==> src/rtl/extint_pkg.sv <==
package extint_pkg;
  localparam int PIN_MAX = 8;
  localparam int REG_W   = 32;
  localparam int PRIO_W  = 4;

  localparam logic [2:0] A_SENSE = 3'd0;
  localparam logic [2:0] A_PRIO  = 3'd1;
  localparam logic [2:0] A_PEND  = 3'd2;
  localparam logic [2:0] A_MSET  = 3'd3;
  localparam logic [2:0] A_MCLR  = 3'd4;

  typedef enum logic [2:0] {
    SN_FALL = 3'd0,
    SN_RISE = 3'd1,
    SN_LOW  = 3'd2,
    SN_HIGH = 3'd3,
    SN_BOTH = 3'd4
  } sense_e;

  // Lowest bit of pin k's field when fields of width w are packed from the top.
  function automatic int field_lsb(input int k, input int w);
    return REG_W - (k + 1) * w;
  endfunction
endpackage

==> src/rtl/extint_pin_detect.sv <==
module extint_pin_detect #(
  parameter int SENSE_W     = 4,
  parameter int SYNC_STAGES = 2
) (
  input  logic               clk,
  input  logic               rst,
  input  logic               pin_i,
  input  logic [SENSE_W-1:0] mode_i,
  output logic               hit_o
);
  import extint_pkg::*;

  localparam int CW = (SENSE_W > 3) ? SENSE_W : 3;

  // chain[SYNC_STAGES-1] is the synchronised level; chain[SYNC_STAGES] the previous one
  logic [SYNC_STAGES:0] chain;
  logic cur, prev;
  logic [CW-1:0] code;

  always_ff @(posedge clk) begin
    if (rst) chain <= '0;
    else     chain <= {chain[SYNC_STAGES-1:0], pin_i};
  end

  assign cur  = chain[SYNC_STAGES-1];
  assign prev = chain[SYNC_STAGES];
  assign code = CW'(mode_i);

  always_comb begin
    case (code)
      CW'(SN_FALL): hit_o = prev & ~cur;
      CW'(SN_RISE): hit_o = cur & ~prev;
      CW'(SN_LOW):  hit_o = ~cur;
      CW'(SN_HIGH): hit_o = cur;
      CW'(SN_BOTH): hit_o = cur ^ prev;
      default:      hit_o = 1'b0;
    endcase
  end

  // A single-edge mode reports one cycle per transition
  AST_EDGE_ONE_SHOT: assert property (@(posedge clk) disable iff (rst)
    ((code == CW'(SN_FALL) || code == CW'(SN_RISE)) && hit_o)
      |=> (!hit_o || mode_i != $past(mode_i)));
endmodule

==> src/rtl/extint_regs.sv <==
module extint_regs #(
  parameter int NPINS   = 8,
  parameter int SENSE_W = 4
) (
  input  logic                     clk,
  input  logic                     rst,
  input  logic                     we,
  input  logic                     re,
  input  logic [2:0]               addr,
  input  logic [31:0]              wdata,
  input  logic [NPINS-1:0]         pend_i,
  output logic [31:0]              rdata_o,
  output logic [NPINS*SENSE_W-1:0] mode_o,
  output logic [NPINS-1:0]         prio_nz_o,
  output logic [NPINS-1:0]         mask_o,
  output logic [NPINS-1:0]         pend_keep_o
);
  import extint_pkg::*;

  logic [NPINS*SENSE_W-1:0] sense_q;
  logic [NPINS*PRIO_W-1:0]  prio_q;
  logic [NPINS-1:0]         mask_q;
  logic [31:0]              rd_mux;

  logic wr_sense, wr_prio, wr_pend, wr_mset, wr_mclr;
  assign wr_sense = we && addr == A_SENSE;
  assign wr_prio  = we && addr == A_PRIO;
  assign wr_pend  = we && addr == A_PEND;
  assign wr_mset  = we && addr == A_MSET;
  assign wr_mclr  = we && addr == A_MCLR;

  for (genvar k = 0; k < NPINS; k++) begin : g_pin
    localparam int SL  = field_lsb(k, SENSE_W);
    localparam int PL  = field_lsb(k, PRIO_W);
    localparam int BIT = PIN_MAX - 1 - k;

    always_ff @(posedge clk) begin
      if (rst) begin
        sense_q[k*SENSE_W +: SENSE_W] <= '0;
        prio_q[k*PRIO_W +: PRIO_W]    <= '0;
        mask_q[k]                     <= 1'b1;
      end else begin
        if (wr_sense) sense_q[k*SENSE_W +: SENSE_W] <= wdata[SL +: SENSE_W];
        if (wr_prio)  prio_q[k*PRIO_W +: PRIO_W]    <= wdata[PL +: PRIO_W];
        if (wr_mset && wdata[BIT])      mask_q[k] <= 1'b1;
        else if (wr_mclr && wdata[BIT]) mask_q[k] <= 1'b0;
      end
    end

    assign pend_keep_o[k] = !(wr_pend && !wdata[BIT]);
    assign prio_nz_o[k]   = |prio_q[k*PRIO_W +: PRIO_W];

    AST_MASK_SET: assert property (@(posedge clk) disable iff (rst)
      (wr_mset && wdata[BIT]) |=> mask_o[k]);
    AST_MASK_CLR: assert property (@(posedge clk) disable iff (rst)
      (wr_mclr && wdata[BIT]) |=> !mask_o[k]);
  end

  assign mode_o = sense_q;
  assign mask_o = mask_q;

  always_comb begin
    rd_mux = '0;
    case (addr)
      A_SENSE: for (int i = 0; i < NPINS; i++)
                 rd_mux[field_lsb(i, SENSE_W) +: SENSE_W] = sense_q[i*SENSE_W +: SENSE_W];
      A_PRIO:  for (int i = 0; i < NPINS; i++)
                 rd_mux[field_lsb(i, PRIO_W) +: PRIO_W] = prio_q[i*PRIO_W +: PRIO_W];
      A_PEND:  for (int i = 0; i < NPINS; i++)
                 rd_mux[PIN_MAX-1-i] = pend_i[i];
      default: rd_mux = '0;
    endcase
  end

  always_ff @(posedge clk) begin
    if (rst)     rdata_o <= '0;
    else if (re) rdata_o <= rd_mux;
  end
endmodule

==> src/rtl/extint_ctrl.sv <==
module extint_ctrl #(
  parameter int NPINS   = 8,
  parameter int SENSE_W = 4
) (
  input  logic             clk,
  input  logic             rst,
  input  logic [NPINS-1:0] pin_i,
  input  logic             bus_we,
  input  logic             bus_re,
  input  logic [2:0]       bus_addr,
  input  logic [31:0]      bus_wdata,
  output logic [31:0]      bus_rdata,
  output logic [NPINS-1:0] irq_o,
  output logic             irq_any_o
);
  import extint_pkg::*;

  logic [NPINS*SENSE_W-1:0] mode;
  logic [NPINS-1:0] hit, pend, pend_keep, mask, prio_nz, fire;

  for (genvar k = 0; k < NPINS; k++) begin : g_det
    extint_pin_detect #(.SENSE_W(SENSE_W), .SYNC_STAGES(2)) i_det (
      .clk   (clk),
      .rst   (rst),
      .pin_i (pin_i[k]),
      .mode_i(mode[k*SENSE_W +: SENSE_W]),
      .hit_o (hit[k])
    );
  end

  extint_regs #(.NPINS(NPINS), .SENSE_W(SENSE_W)) i_regs (
    .clk        (clk),
    .rst        (rst),
    .we         (bus_we),
    .re         (bus_re),
    .addr       (bus_addr),
    .wdata      (bus_wdata),
    .pend_i     (pend),
    .rdata_o    (bus_rdata),
    .mode_o     (mode),
    .prio_nz_o  (prio_nz),
    .mask_o     (mask),
    .pend_keep_o(pend_keep)
  );

  // A detection in the cycle of a clear wins, so an active level re-latches
  always_ff @(posedge clk) begin
    if (rst) pend <= '0;
    else     pend <= (pend & pend_keep) | hit;
  end

  assign fire = pend & ~mask & prio_nz;

  always_ff @(posedge clk) begin
    if (rst) begin
      irq_o     <= '0;
      irq_any_o <= 1'b0;
    end else begin
      irq_o     <= fire;
      irq_any_o <= |fire;
    end
  end

  for (genvar k = 0; k < NPINS; k++) begin : g_chk
    AST_PEND_CAUSE: assert property (@(posedge clk) disable iff (rst)
      $rose(pend[k]) |-> $past(hit[k]));
    AST_PEND_CLEAR: assert property (@(posedge clk) disable iff (rst)
      (!pend_keep[k] && !hit[k]) |=> !pend[k]);
    AST_OUT_GATE: assert property (@(posedge clk) disable iff (rst)
      irq_o[k] |-> $past(!mask[k] && prio_nz[k] && pend[k]));
  end

  AST_ANY_OR: assert property (@(posedge clk) disable iff (rst)
    irq_any_o == (|irq_o));
endmodule

==> config.mk <==
export PLATFORM = sky130hd
export DESIGN_NAME = extint_ctrl
export DESIGN_NICKNAME = d
export VERILOG_FILES = /design/src/rtl/extint_pkg.sv /design/src/rtl/extint_pin_detect.sv /design/src/rtl/extint_regs.sv /design/src/rtl/extint_ctrl.sv
export SDC_FILE = /design/constraint.sdc
export NUM_CORES = 1
export LEC_CHECK = 0
export ABC_AREA = 1
export BUFFER_PORTS_ARGS = -buffer_cell sky130_fd_sc_hd__buf_2
export CORE_MARGIN = 5
export CORE_UTILIZATION = 45
export DETAILED_ROUTE_END_ITERATION = 8
export PLACE_DENSITY = 0.71
export SLEW_MARGIN = 0
export SYNTH_ARGS = -nofsm -noshare
export SYNTH_HDL_FRONTEND = slang
export SYNTH_SLANG_ARGS = --single-unit
==> constraint.sdc <==
create_clock -name clk -period 2.71 [get_ports clk]
set_input_delay 0.4065 -clock clk [delete_from_list [all_inputs] [get_ports clk]]
set_output_delay 0.4065 -clock clk [all_outputs]
set_load 0.005 [all_outputs]
==> out/metrics.cfg <==
[outcome]
status=completed

[critical_path]
crit_chain=buf_2, nor2_8, nand2_4, inv_4, nand2_8, inv_2, o21ai_0, a21oi_1
r2r_cells=7
critical_path_required_ps=3060
reg2reg_slack_ps=1390
cp-endpoint=i_regs.mode_o[31]
critPathSlowestCell=inv_2
critPathArrivalTime_ps=1900
cpPeakStageDelay_ps=260
cp-end-kind=flop
crit_fanout=52
cp-start-kind=input port
crit_type=input port to flop
rr_endpoint=pend[1]
r2r_start=g_det[1].i_det.chain[1]
crit_start=bus_addr[0]

[floorplanning]
dieArea_um2=16090
rows=42
fp.coreArea_um2=13300
die_y_um=126.9
fp.dieW_um=126.9
io-pin-count=88
start_util_pct=46.23

[synth]
syn_area_per_cell_um2=7.352
yosys-mux-area-fraction_pct=0
synth.top_cells.by_area=dfxtp_1, a21oi_1, nand2_1, nor2_1, inv_1
ys_ff_latch=145
synthAdderAreaFrac_pct=3.257
syn_area_um2=6146
synth_top_family_by_area=simple AND/OR/NAND/NOR gates
seq_area_frac_synth_pct=47.23
synth_compound_area_share_pct=17.35
synth-simple-area-share_pct=21.58
syn_nets=899
netlist_instances=836
synth-xor-area-share_pct=0
yosysUniqueCellTypes=28
synth-warning-count=0
yosysTopAreaCell=dfxtp_1
yosysTopAreaCellShare_pct=47.23

[global_route]
antenna_found_initial=0
grt.overflow.total=0
grt_max_degree=73
grt_use_total_pct=19.51
grt_pass1_wl_um=25120
grt_pass1_vias=5018

[final_layout]
nFillCells=1326
final_cell_mix=dfxtp_1, nand2_1, nor2_1
layout.nets=974
multi_input_comb_area_um2=2592
finalInstanceArea_um2=7229
area_growth_pct=17.63
antenna_cells=0
layout-drive-gt1-share_pct=14.29
final_common_cell=dfxtp_1
regArea_um2=2903

[clocking]
cts_sinks=145
cts_root_buffer=clkbuf_16
ctsResizeCount=0
holdBufCountCts=0
clockBufferDepth=2
clock_insertion_delay_worst_skew_ps=420
numCtsBuffers=17
htree_levels=4
cts_tree=built
clk_pin_slew_worst_paths_ps=60
post_cts_buffers=0

[timing]
rsz0062_at_grt=false
slew_viol_final=0
tightest_slew_ps=763.2
post-route-min-period_ps=1550
min_period_over_period_pct=57.19
relSlewSlack_pct=49.12
whs_ps=188.5
skew_ps=7.718
max_freq_mhz=645.2
setup_viol=0
finalHoldViolCount=0
tns_ps=0

[place]
port_buffers=87
hpwl_um=10860
place.gp.congestion=0.9078
placed_cell_area_um2=6651

[drt]
first_pass_iters=8
drc=0
vias_per_cell=4.928
first_iter_violations=451
routed_wl_um=15330
wire_per_inst_um=13.94
dr_total_vias=5421
ant_nets=0

[pwr]
ir_drop_mv=0.3692
power_leakage_uw=0.003073
cellPowerDensity_nw_per_um2=673.0

[job]
cap_violations=0

[min_path]
holdCritPathClass=input port to flop

-- through the flow --
step	setup slack [ps]	power [uW]	utilization (%)	std cells
floorplan	1306	2501	-	836
global placement	812.0	2621	50.03	1068
detailed placement	751.9	2627	50.03	1068
CTS	1193	4906	54.38	1100
global route	960.1	5054	54.38	1100
finish	1160	4866	54.38	1100
-- worst max-delay path: cells and delay by family --
family / cells / cell delay [ps]
buf+inv: 3 / 650
simple gates: 3 / 610
compound gates: 2 / 220
-- synthesized netlist by cell type, drive strengths merged --
cell type	number
inv	117
nor3	5
buf	21
clkbuf	17
dfxtp	145
nand4	1
nand3	50
nand3b	6
a21oi	98
o211ai	8
ha	16
nor2	117
o21ai	103
clkinv	1
nand2	131
-- layer usage --
layer | GRT usage (%) | wire length [um] | up-vias
li1 | - | - | 2825
met1 | 25.32 | 7021 | 2436
met2 | 31.23 | 7131 | 130
met3 | 4.330 | 868 | 30
met4 | 8.517 | 310 | 0
met5 | 0 | 0 | -
-- worst min-delay path by stage --
stage | to | slack [ps] | depth (start not counted) | from
global route | g_det[3].i_det.chain[0] | 180 | 3 | pin_i[3]
CTS | g_det[3].i_det.chain[0] | 170 | 3 | pin_i[3]
finish | g_det[4].i_det.chain[0] | 190 | 3 | pin_i[4]
floorplan | g_det[0].i_det.chain[1] | 390 | 2 | g_det[0].i_det.chain[0]
global placement | g_det[7].i_det.chain[1] | 390 | 2 | g_det[7].i_det.chain[0]
detailed placement | g_det[7].i_det.chain[1] | 390 | 2 | g_det[7].i_det.chain[0]
-- registers in the layout, indices dropped and copies added (netlist names) --
| name | cells |
|---|---|
| irq_any_o | 1 |
| i_regs.prio_q | 32 |
| i_regs.mode_o | 32 |
| i_regs.rdata_o | 32 |
| g_det.i_det.chain | 24 |
| pend | 8 |
| i_regs.mask_o | 8 |
| irq_o | 8 |
-- power breakdown --
group	total [uW]	internal (uW)	switching [uW]
sequential	2240	2200	40.6
clock	2280	1450	833
combinational	344	114	231
total	4870	3760	1100
-- kinds of logic (layout without fill, tap and decap cells) --
group           count (synthesis)  after routing
simple gates                  310            310
flops                         145            145
buf+inv                       156            244
compound gates                209            209
fa+ha+maj                      16             16
-- area by class of cell --
class                           instances  area share, %
Inverter                              118          6.196
Tap cell                              176          3.046
Clock inverter                          5          1.038
Multi-Input combinational cell        535          35.86
Sequential cell                       145          40.15
Clock buffer                           27          6.957
Timing Repair Buffer                   94          6.750
No activity file was read; power rests on OpenSTA's default activity.
